File: config.mk
export PLATFORM = sky130hd
export DESIGN_NAME = spi_mem_fe
export DESIGN_NICKNAME = d
export VERILOG_FILES = /design/src/rtl/sfe_pkg.sv /design/src/rtl/sfe_sync.sv /design/src/rtl/sfe_hold.sv /design/src/rtl/spi_mem_fe.sv
export SDC_FILE = /design/constraint.sdc
export NUM_CORES = 1
export LEC_CHECK = 0
export BUFFER_PORTS_ARGS = -buffer_cell sky130_fd_sc_hd__buf_2
export CAP_MARGIN = 0
export CORE_MARGIN = 5
export CORE_UTILIZATION = 57
export DETAILED_ROUTE_END_ITERATION = 8
export GPL_ROUTABILITY_DRIVEN = 0
export GPL_TIMING_DRIVEN = 0
export PLACE_DENSITY = 0.84
export SYNTH_ARGS = -nofsm -noshare
export SYNTH_HDL_FRONTEND = slang
export SYNTH_SLANG_ARGS = --single-unit
File: constraint.sdc
create_clock -name clk_i -period 3.07 [get_ports clk_i]
set_input_delay 0.7675 -clock clk_i [delete_from_list [all_inputs] [get_ports clk_i]]
set_output_delay 0.7675 -clock clk_i [all_outputs]
set_load 0.05 [all_outputs]
File: src/rtl/sfe_pkg.sv
package sfe_pkg;
  localparam logic [7:0] OP_WREN  = 8'h06;
  localparam logic [7:0] OP_WRDI  = 8'h04;
  localparam logic [7:0] OP_RDSR  = 8'h05;
  localparam logic [7:0] OP_WRSR  = 8'h01;
  localparam logic [7:0] OP_READ  = 8'h03;
  localparam logic [7:0] OP_WRITE = 8'h02;
  localparam logic [7:0] OP_RDID  = 8'h83;
  localparam logic [7:0] OP_WRID  = 8'h82;

  typedef enum logic [2:0] {
    ST_IDLE, ST_OPC, ST_ADDR, ST_RDAT, ST_RSTS, ST_WDAT, ST_WAIT, ST_PARK
  } st_e;

  typedef enum logic [2:0] {
    CM_NONE, CM_WREN, CM_WRDI, CM_WSR, CM_RD, CM_WR, CM_RID, CM_WID
  } cmd_e;

  typedef enum logic [1:0] {
    CK_ARRAY = 2'd0, CK_STATUS = 2'd1, CK_ID = 2'd2, CK_LOCK = 2'd3
  } ck_e;
endpackage

File: src/rtl/sfe_sync.sv
module sfe_sync #(
  parameter int N = 4,
  parameter logic [N-1:0] RST_VAL = '0
) (
  input  logic         clk_i,
  input  logic         rst_ni,
  input  logic [N-1:0] in_i,
  output logic [N-1:0] lvl_o
);
  for (genvar g = 0; g < N; g++) begin : g_bit
    logic [1:0] ff;
    always_ff @(posedge clk_i or negedge rst_ni) begin
      if (!rst_ni) ff <= {2{RST_VAL[g]}};
      else         ff <= {ff[0], in_i[g]};
    end
    assign lvl_o[g] = ff[1];
  end
endmodule

File: src/rtl/sfe_hold.sv
module sfe_hold (
  input  logic clk_i,
  input  logic rst_ni,
  input  logic sel_i,
  input  logic sck_i,
  input  logic hold_ni,
  output logic held_o
);
  // hold state only moves while the serial clock is low
  always_ff @(posedge clk_i or negedge rst_ni) begin
    if (!rst_ni)     held_o <= 1'b0;
    else if (!sel_i) held_o <= 1'b0;
    else if (!sck_i) held_o <= !hold_ni;
  end
endmodule

File: src/rtl/spi_mem_fe.sv
module spi_mem_fe
  import sfe_pkg::*;
#(
  parameter int ADDR_W     = 19,
  parameter int PAGE_BYTES = 16
) (
  input  logic              clk_i,
  input  logic              rst_ni,
  input  logic              cs_ni,
  input  logic              sck_i,
  input  logic              mosi_i,
  input  logic              hold_ni,
  output logic              miso_o,
  output logic              miso_oe_o,
  input  logic              busy_i,
  input  logic [7:0]        status_i,
  input  logic              lock_i,
  output logic [ADDR_W-1:0] addr_o,
  output logic              id_sel_o,
  input  logic [7:0]        rdata_i,
  output logic              stage_we_o,
  output logic [7:0]        stage_data_o,
  output logic              wen_set_o,
  output logic              wen_clr_o,
  output logic              commit_o,
  output logic [1:0]        commit_kind_o
);
  localparam int PAW  = $clog2(PAGE_BYTES);
  localparam int KEEP = ADDR_W - 8;
  localparam logic [ADDR_W-1:0] ONE_A = 1;

  logic [3:0] lvl;
  logic cs_l, sck_l, mosi_l, hold_l, cs_q, sck_q;
  logic cs_fall, cs_rise, sck_r, sck_f;
  logic armed_q, sel, held, act;

  sfe_sync #(.N(4), .RST_VAL(4'b1000)) u_sync (
    .clk_i (clk_i),
    .rst_ni(rst_ni),
    .in_i  ({hold_ni, mosi_i, sck_i, cs_ni}),
    .lvl_o (lvl)
  );
  assign {hold_l, mosi_l, sck_l, cs_l} = lvl;

  always_ff @(posedge clk_i or negedge rst_ni) begin
    if (!rst_ni) begin
      cs_q  <= 1'b0;
      sck_q <= 1'b0;
    end else begin
      cs_q  <= cs_l;
      sck_q <= sck_l;
    end
  end
  assign cs_fall = cs_q & ~cs_l;
  assign cs_rise = ~cs_q & cs_l;
  assign sck_r   = ~sck_q & sck_l;
  assign sck_f   = sck_q & ~sck_l;
  assign sel     = armed_q & ~cs_l;

  sfe_hold u_hold (
    .clk_i  (clk_i),
    .rst_ni (rst_ni),
    .sel_i  (sel),
    .sck_i  (sck_l),
    .hold_ni(hold_l),
    .held_o (held)
  );
  assign act = sel & ~held;

  st_e  st_q;
  cmd_e cmd_q;
  ck_e  kind_q, kind_c;
  logic [2:0] bcnt_q, tcnt_q;
  logic [1:0] acnt_q;
  logic [6:0] sh_q;
  logic [7:0] tx_q, rx_byte, nxt_byte, stage_data_q;
  logic [ADDR_W-1:0] addr_q;
  logic have_dat_q, extra_q, lock_sel_q;
  logic stage_we_q, wen_set_q, wen_clr_q, commit_q;
  logic byte_end, rd_st, rd_cmd, page_adv;

  assign rx_byte  = {sh_q, mosi_l};
  assign byte_end = (bcnt_q == 3'd7);
  assign rd_st    = (st_q == ST_RDAT) || (st_q == ST_RSTS);
  assign rd_cmd   = (cmd_q == CM_RD) || (cmd_q == CM_RID);
  assign page_adv = (cmd_q == CM_WR) || ((cmd_q == CM_WID) && !lock_sel_q);
  assign nxt_byte = (st_q == ST_RSTS) ? status_i :
                    ((cmd_q == CM_RID) && lock_sel_q) ? {7'b0, lock_i} : rdata_i;

  always_comb begin
    case (cmd_q)
      CM_WSR:  kind_c = CK_STATUS;
      CM_WID:  kind_c = lock_sel_q ? CK_LOCK : CK_ID;
      default: kind_c = CK_ARRAY;
    endcase
  end

  always_ff @(posedge clk_i or negedge rst_ni) begin
    if (!rst_ni) begin
      armed_q <= 1'b0; st_q <= ST_IDLE; cmd_q <= CM_NONE; kind_q <= CK_ARRAY;
      bcnt_q <= '0; tcnt_q <= '0; acnt_q <= '0; sh_q <= '0; tx_q <= '0;
      addr_q <= '0; stage_data_q <= '0;
      have_dat_q <= 1'b0; extra_q <= 1'b0; lock_sel_q <= 1'b0;
      stage_we_q <= 1'b0; wen_set_q <= 1'b0; wen_clr_q <= 1'b0; commit_q <= 1'b0;
    end else begin
      stage_we_q <= 1'b0;
      wen_set_q  <= 1'b0;
      wen_clr_q  <= 1'b0;
      commit_q   <= 1'b0;
      if (stage_we_q && page_adv) addr_q[PAW-1:0] <= addr_q[PAW-1:0] + PAW'(1);
      if (cs_fall) begin
        armed_q <= 1'b1; st_q <= ST_OPC; cmd_q <= CM_NONE;
        bcnt_q <= '0; acnt_q <= '0; have_dat_q <= 1'b0; extra_q <= 1'b0;
      end else if (cs_rise) begin
        if (st_q == ST_WAIT && !extra_q && bcnt_q == 3'd0) begin
          wen_set_q <= (cmd_q == CM_WREN);
          wen_clr_q <= (cmd_q == CM_WRDI);
        end
        if (st_q == ST_WDAT && have_dat_q && bcnt_q == 3'd0) begin
          commit_q <= 1'b1;
          kind_q   <= kind_c;
        end
        st_q <= ST_IDLE;
      end else if (act && sck_r) begin
        bcnt_q <= bcnt_q + 3'd1;
        sh_q   <= {sh_q[5:0], mosi_l};
        case (st_q)
          ST_OPC: if (byte_end) begin
            tcnt_q <= '0;
            acnt_q <= '0;
            case (rx_byte)
              OP_WREN:  begin cmd_q <= CM_WREN; st_q <= ST_WAIT; end
              OP_WRDI:  begin cmd_q <= CM_WRDI; st_q <= ST_WAIT; end
              OP_RDSR:  st_q <= ST_RSTS;
              OP_WRSR:  begin cmd_q <= CM_WSR; st_q <= busy_i ? ST_PARK : ST_WDAT; end
              OP_READ:  begin cmd_q <= CM_RD;  st_q <= busy_i ? ST_PARK : ST_ADDR; end
              OP_WRITE: begin cmd_q <= CM_WR;  st_q <= busy_i ? ST_PARK : ST_ADDR; end
              OP_RDID:  begin cmd_q <= CM_RID; st_q <= busy_i ? ST_PARK : ST_ADDR; end
              OP_WRID:  begin cmd_q <= CM_WID; st_q <= busy_i ? ST_PARK : ST_ADDR; end
              default:  st_q <= ST_PARK;
            endcase
          end
          ST_ADDR: if (byte_end) begin
            addr_q <= {addr_q[KEEP-1:0], rx_byte};
            acnt_q <= acnt_q + 2'd1;
            if (acnt_q == 2'd2) begin
              lock_sel_q <= addr_q[2]; // address bit 10 sits in the middle byte
              st_q <= rd_cmd ? ST_RDAT : ST_WDAT;
            end
          end
          ST_WDAT: if (byte_end) begin
            stage_we_q   <= 1'b1;
            stage_data_q <= rx_byte;
            have_dat_q   <= 1'b1;
          end
          ST_WAIT: extra_q <= 1'b1;
          default: ;
        endcase
      end
      if (act && sck_f && rd_st) begin
        tcnt_q <= tcnt_q + 3'd1;
        if (tcnt_q == 3'd0) begin
          tx_q <= nxt_byte;
          if (st_q == ST_RDAT && !(cmd_q == CM_RID && lock_sel_q)) addr_q <= addr_q + ONE_A;
        end else begin
          tx_q <= {tx_q[6:0], 1'b0};
        end
      end
    end
  end

  assign miso_o        = tx_q[7];
  assign miso_oe_o     = act & rd_st;
  assign addr_o        = addr_q;
  assign id_sel_o      = (cmd_q == CM_RID) || (cmd_q == CM_WID);
  assign stage_we_o    = stage_we_q;
  assign stage_data_o  = stage_data_q;
  assign wen_set_o     = wen_set_q;
  assign wen_clr_o     = wen_clr_q;
  assign commit_o      = commit_q;
  assign commit_kind_o = kind_q;
endmodule

Word level (Yosys, flattened, before mapping)
Index checks and enable logic that the tools add are counted.
- add/subtract/negate cells: 5
- equal/unequal tests: 32
- muxes and demuxes: 71
- bitwise logic cells: 14
- reduce and logical (&&, ||, !) cells: 46
- operator list (cell ; count):
    $mux W19 ; 8
    $mux W3 ; 22
    $mux W1 ; 26
    $reduce_and A5 Y1 ; 5
    $eq A3 B3 Y1 const B ; 8
    $eq A8 B3 Y1 const B ; 3
    $mux W8 ; 3
    $pmux W3 S7 ; 1
    $add A19 B1 Y19 const B ; 1
    $eq A8 B2 Y1 const B ; 2
    $eq A8 B8 Y1 const B ; 2
    $reduce_bool A2 Y1 ; 8
    $eq A3 B2 Y1 const B ; 4
    $mux W2 ; 6
    $ne A4 B4 Y1 const B ; 3
    $pmux W3 S4 ; 1
    $logic_and A1 B1 Y1 ; 11
    $reduce_and A3 Y1 ; 3
    $eq A8 B1 Y1 const B ; 1
    $pmux W2 S2 ; 2
    $reduce_bool A8 Y1 ; 1
    $and A1 B1 Y1 ; 7
    $not A1 Y1 ; 7
    $add A3 B1 Y3 const B ; 2
    19 further kinds ; 31
- bits in registers: 77
- word-level logic and storage cells: 193

Depth between registers and ports, before layout
Gate-level depths: netlist of the first run.
- depth after elaboration: 13
- gate-level depth with buffers: 9

Modules after synthesis
Synthesis of the first run repeated with hierarchy kept, for this count alone.
- cells, all modules: 409
- area, all modules: 4076.4 µm²
- by module, submodules not included (module ; times used ; cells each ; area each (µm²) ; sequential area each (µm²)):
    spi_mem_fe ; 1 ; 393 ; 3797.4 ; 1701.6
    sfe_sync ; 1 ; 12 ; 232.7 ; 202.7
    sfe_hold ; 1 ; 4 ; 46.3 ; 25.0

Worst setup path after synthesis of the first run
No wires, ideal clock.
- path kind: register -> output
- start: reg st_q[0]
- end: out miso_oe_o
- arrival time: 2.015 ns
- data required time: 2.303 ns
- slack: 0.288 ns
- stages on the path, launching flop included: 5
- path buffers: 2
- cells stage by stage: dfrtp_1 > clkbuf_1 > or3b_2 > clkbuf_1 > a21oi_1
- cells in the longest elaborated chain, start to end: 3
- elaborated cells on any way between the ends: 4
- classes of those cells: 2 x eq/ne; 1 x bitwise; 1 x reduce/logical
- ends and longest elaborated chain (element ; line ; source):
    from (decl) ; spi_mem_fe.sv:70 ; st_e st_q;
    from (signal assigned) ; spi_mem_fe.sv:148 ; st_q <= rd_cmd ? ST_RDAT : ST_WDAT;
    $eq A3 B2 Y1 or $eq A3 B3 Y1 (tied branches) ; spi_mem_fe.sv:84 ; assign rd_st = (st_q == ST_RDAT) || (st_q == ST_RSTS);
    $logic_or A1 B1 Y1 (*) ; spi_mem_fe.sv:84 ;
    $and A1 B1 Y1 (*) ; spi_mem_fe.sv:173 ; assign miso_oe_o = act & rd_st;
    to (decl) ; spi_mem_fe.sv:14 ; output logic miso_oe_o,
Every way passes the cells marked *; elsewhere a longest branch is shown, timed or not.

Worst setup path in the final report of the first run
Ends and elaborated chain as after synthesis.

==> flow_summary_export.csv, run 1 <==
group,metric,value,unit
setup_path,critPathSlowestCell,"or3b_2",
clocking,ctsRootBufferMaster,"clkbuf_8",
detailed_routing,first_pass_iters,5,
clocking,path_clk_slew,0.08,ns
yosys,ys_ff_latch,77,
clocking,cts_hold_buf,0,
yosys,synthesis.area,0.00399,sq mm
place,dp_slack,0.446,ns
setup_path,crit_family,"buffers and inverters",
grt,antenna_found_initial,0,
sta,fin_ws,0.120,ns
place,place_area,0.00443,sq mm
setup_path,reg2regPathDepth,9,
die,pin_count,60,
setup_path,endpoint_kind,"output pin",
yosys,ys.flop_type,"dfrtp_1",
grt,first_global_vias,3505,
power,power_leakage,2.18,nW
detailed_routing,drtAntennaViolNets,0,
detailed_routing,viasPerCell,6.03,
power,p_total,3.61,mW
grt,grt_pass1_wl,16400,um
setup_path,r2r_slack,0.54,ns
setup_path,worstPathArrival,2.18,ns
setup_path,cp_slowest_stage_delay,0.51,ns
worst_hold_path,worstHoldPathType,"in -> async",
sta,fin_setup_tns,0,ns
yosys,yosys.area.top_type,"dfrtp_1",
die,die_w,93.7,um
yosys,seq_area_frac_synth,0.483,
grt,overflow,0,
sta,drv_slew,0,
yosys,synth_top_area_frac,0.470,
setup_path,worst-path-buf-inv,3,
grt,grt_usage,0.235,
setup_path,r2r-start,"tcnt_q[0]$_DFFE_PN0P_",
die,core_area,0.00679,sq mm
final_layout,nets,525,
final_layout,n_antenna_cell,0,
final_layout,fin_cells,592,
final_layout,fin_area,0.00465,sq mm
run_status,status,"finished, final reports clean",
setup_path,path_max_fanout,9,
setup_path,cp-start-kind,"flop",
final_layout,syn2layout_area_growth,16.5,%
sta,finalCritPeriodShare,0.961,
place,port_buffers,59,
setup_path,path_cells,"clkbuf_1 > or3b_2 > clkbuf_1 > a21oi_2 > clkbuf_4",
clocking,clkSinkCount,77,
power,irDropWorstVdd,0.387,mV
clocking,clock_latency,0.36,ns
yosys,ys_warn_count,0,
yosys,synth.distinct_cells,65,
clocking,post_cts_buffers,0,
detailed_routing,drtIter0Drc,314,
setup_path,critPathKind,"reg -> out",
yosys,netlist_top_cells_count,"dfrtp_1 (75), nand2_1 (53), a21oi_1 (43), nor2_1 (29), o21ai_0 (29)",
setup_path,cpMostUsedCell,"clkbuf_1",
detailed_routing,route.detailed.drc,0,
clocking,tritoncts,"built",
clocking,cts_buffer_depth,2,
yosys,avgSynthCellArea,9.48,sq um
yosys,syn-num-nets,454,
place,dpl.hpwl,6740,um
run,drv_cap,0,
clocking,post_cts_resized,0,
setup_path,r2r-end,"addr_o[14]$_DFF_PN0_",
setup_path,cp.required,2.30,ns
sta,setup_violations,0,
sta,fin_skew,0.0113,ns
final_layout,drive_above_1_share,0.230,
sta,rsz0062_at_grt,"no",
sta,fin_crit,2.95,ns
clocking,cts_made_buffers,9,
final_layout,utilization,0.684,
yosys,synth_edf_count,0,
sta,hold_ws,0.351,ns
die,rows,30,
die,die_area,0.00878,sq mm
sta,maxSlewHeadroom,0.356,
die,start_util,0.587,
clocking,htreeDepth,3,
yosys,async_flop_share,1.00,
sta,tightestPinTransition,0.963,ns
sta,hold_viol,0,
yosys,synthMostInstantiatedCell,"dfrtp_1",
detailed_routing,wl,9780,um
place,dp_cells,577,
yosys,yosys-top-cells-area,"dfrtp_1 (47%), a21oi_1 (5.4%), nand2_1 (5.0%), mux2_2 (4.5%), o21ai_0 (3.6%)",
power,power_density,776,mW/mm^2
die,die_height,93.7,um
grt,grt_max_degree,43,
detailed_routing,num_vias,3571,
yosys,syn_inst,421,
detailed_routing,wl_per_cell,16.5,um
sta,max_freq,0.339,GHz
power by group:
part | internal, mW | total, mW | switching (mW) | leakage [nW]
Clock | 0.471 | 0.835 | 0.364 | 0.112
Combinational | 0.398 | 1.28 | 0.882 | 1.09
Sequential | 1.24 | 1.49 | 0.256 | 0.974
Total | 2.10 | 3.61 | 1.50 | 2.18
routing by layer:
| layer | up-vias | global-route usage | share of wire |
|---|---|---|---|
| met5 | - | 0 | 0 |
| met4 | 0 | 0.107 | 0.018 |
| met3 | 20 | 0.0473 | 0.073 |
| met2 | 139 | 0.371 | 0.48 |
| met1 | 1734 | 0.314 | 0.43 |
| li1 | 1678 | - | - |
kinds of logic after synthesis:
group,synth area share
simple gates,0.231
compound gates,0.167
flops,0.483
buf+inv,0.0382
mux,0.0476
fa+ha+maj,0.0282
xor+xnor,0.00439
state kept, by name (all words and copies together) (netlist names), 3 cells and up:
signal           flops
tcnt_q               3
sh_q                 7
cmd_q                3
tx_q                 8
bcnt_q               3
u_sync.g_bit.ff      8
addr_o              19
st_q                 3
stage_data_o         8
cell usage in the layout (no fill, tap or decap), drive strengths merged, types with 6 or more instances in the layout:
master / count
a21oi: 44
and3: 6
buf: 66
clkbuf: 26
dfrtp: 75
ha: 9
inv: 12
mux2: 16
nand2: 54
nand3: 16
nand4: 11
nor2: 30
nor2b: 7
nor3: 7
nor3b: 7
o21ai: 29
cell type report:
| cell class | instances | area, sq um |
|---|---|---|
| fill | 524 | 2150 |
| inverter | 12 | 45.0 |
| timing repair buffer | 60 | 320 |
| buffer | 22 | 108 |
| sequential | 77 | 1930 |
| tap | 96 | 120 |
| clock inverter | 5 | 75.1 |
| clock buffer | 10 | 138 |
| multi-input combinational | 310 | 1910 |
worst max path at each step:
stage	from	end	slack (ns)	cells past startpoint
finish	st_q[0]$_DFFE_PN0P_	miso_oe_o	0.12	5
global route	st_q[0]$_DFFE_PN0P_	miso_oe_o	0.001	5
CTS	st_q[0]$_DFFE_PN0P_	miso_oe_o	0.02	5
detailed placement	st_q[0]$_DFFE_PN0P_	miso_oe_o	0.45	5
global placement	st_q[0]$_DFFE_PN0P_	miso_oe_o	0.50	5
floorplan	st_q[0]$_DFFE_PN0P_	miso_oe_o	0.29	4
(Power assumes the default switching activity.)
==> inputs of run 2 (changes only) <==
PLACE_DENSITY = 0.86   (was 0.84)
==> flow_summary_export.csv, run 2 (synthesis results as in run 1) <==
group,metric,value,unit
run_status,status,"finished, final reports clean",
grt,first_global_vias,3485,
die,rows,30,
setup_path,path_cells,"clkbuf_1 > or3b_2 > clkbuf_1 > a21oi_2 > clkbuf_4",
final_layout,final_cell_mix,"dfrtp_1 (75), buf_2 (62), nand2_1 (53), a21oi_1 (42)",
run,drv_cap,0,
setup_path,cp.required,2.30,ns
clocking,tritoncts,"built",
sta,rsz0062_at_grt,"no",
die,die_w,93.7,um
grt,grt_pass1_wl,16400,um
sta,fin_crit,2.87,ns
sta,fin_setup_tns,0,ns
sta,fin_skew,0.00946,ns
setup_path,critPathSlowestCell,"or3b_2",
setup_path,r2r_slack,0.55,ns
grt,grt_usage,0.232,
detailed_routing,first_pass_iters,5,
setup_path,cp_slowest_stage_delay,0.50,ns
setup_path,endpoint_kind,"output pin",
setup_path,endpoint,"miso_oe_o",
sta,drv_slew,0,
grt,antenna_found_initial,0,
clocking,post_cts_buffers,0,
detailed_routing,wl,9360,um
die,start_util,0.587,
power,p_total,3.62,mW
die,die_height,93.7,um
die,core_area,0.00679,sq mm
power,power_density,776,mW/mm^2
final_layout,nets,525,
sta,maxSlewHeadroom,0.338,
setup_path,worstPathArrival,2.11,ns
worst_hold_path,worstHoldPathType,"reg -> reg",
sta,setup_violations,0,
clocking,ctsRootBufferMaster,"clkbuf_8",
clocking,cts_buffer_depth,2,
worst_hold_path,hold_start,"u_sync.g_bit[2].ff[0]$_DFF_PN0_",
setup_path,crit_start,"st_q[0]$_DFFE_PN0P_",
power,irDropWorstVdd,0.492,mV
sta,max_freq,0.348,GHz
detailed_routing,viasPerCell,5.93,
final_layout,n_antenna_cell,0,
final_layout,final_common_cell,"dfrtp_1",
clocking,path_clk_slew,0.07,ns
detailed_routing,drtAntennaViolNets,0,
final_layout,drive_above_1_share,0.229,
grt,overflow,0,
sta,tightestPinTransition,0.991,ns
detailed_routing,route.detailed.drc,0,
clocking,clock_latency,0.35,ns
setup_path,cpMostUsedCell,"clkbuf_1",
final_layout,largest_reg_flops,19,
die,pin_count,60,
place,port_buffers,59,
setup_path,path_max_fanout,9,
place,dpl.hpwl,6790,um
setup_path,cp-start-kind,"flop",
die,die_area,0.00878,sq mm
setup_path,r2r-end,"addr_o[14]$_DFF_PN0_",
detailed_routing,drtIter0Drc,363,
clocking,htreeDepth,3,
setup_path,r2r-start,"tcnt_q[0]$_DFFE_PN0P_",
grt,grt_max_degree,44,
setup_path,reg2regPathDepth,9,
sta,finalCritPeriodShare,0.936,
setup_path,critPathKind,"reg -> out",
clocking,cts_made_buffers,9,
sta,hold_viol,0,
final_layout,syn2layout_area_growth,16.8,%
clocking,clkSinkCount,77,
detailed_routing,wl_per_cell,15.8,um
power,power_leakage,2.18,nW
detailed_routing,num_vias,3515,
==> run 2: changes by cell type in the layout (fill, tap and decap cells not counted) <==
cell / previous run / this run
clkbuf_1: 15 / 16
clkbuf_8: 10 / 11
clkinv_2: 3 / 2
==> run 2: report_power, final <==
group | total (mW) | leakage, nW | internal (mW) | switching (mW)
logic | 1.28 | 1.09 | 0.399 | 0.878
clock network | 0.854 | 0.116 | 0.500 | 0.354
registers | 1.49 | 0.974 | 1.24 | 0.251
total | 3.62 | 2.18 | 2.13 | 1.48
==> run 2: what timing repair did <==
item	CTS	global route
gates resized for setup	0	2
setup endpoints to repair	0	1
hold buffers	0	0
==> run 2: per-stage QoR <==
stage               hold WS [ns]  worst slack [ns]  instance area, sq um   util  std cells
floorplan                  0.331             0.288                  3990      -        421
global placement           0.333             0.499                  4410  0.649        576
detailed placement         0.343             0.511                  4430  0.652        577
CTS                        0.359             0.117                  4650  0.685        593
global route               0.366            0.0695                  4660  0.686        593
finish                     0.354             0.196                  4660  0.686        593
==> run 2: final cells by class <==
class                   count  area (sq um)
plain buffers              22           108
clock buffers              12           155
clock inverters             4          70.1
fillers                   518          2130
inverters                  12          45.0
multi-input cells         310          1910
flip-flops and latches     77          1930
well taps                  96           120
repair buffers             60           320
==> run 2: worst max-delay path, delay by kind of cell, from the launching register on <==
kind / cells / cell delay (ns)
buf+inv: 3 / 0.67
compound gates: 1 / 0.23
simple gates: 1 / 0.50
flops: 1 / 0.36
==> run 2: how the worst min path moves through the flow <==
stage                     cells past startpoint                         endpoint  slack [ns]
after detailed placement                      0  u_sync.g_bit[2].ff[1]$_DFF_PN0_        0.34
final                                         0  u_sync.g_bit[2].ff[1]$_DFF_PN0_        0.35
after global placement                        0  u_sync.g_bit[2].ff[1]$_DFF_PN0_        0.33
after CTS                                     0  u_sync.g_bit[2].ff[1]$_DFF_PN0_        0.36
after floorplan                               0  u_sync.g_bit[0].ff[1]$_DFF_PN0_        0.33
after global routing                          0  u_sync.g_bit[3].ff[1]$_DFF_PN1_        0.37
==> run 2: routing by layer <==
metal	track usage	part of all wire	vias to the layer above
met5	0	0	-
met4	0.0842	0.011	0
li1	-	-	1668
met2	0.347	0.47	164
met1	0.320	0.43	1669
met3	0.0681	0.089	14
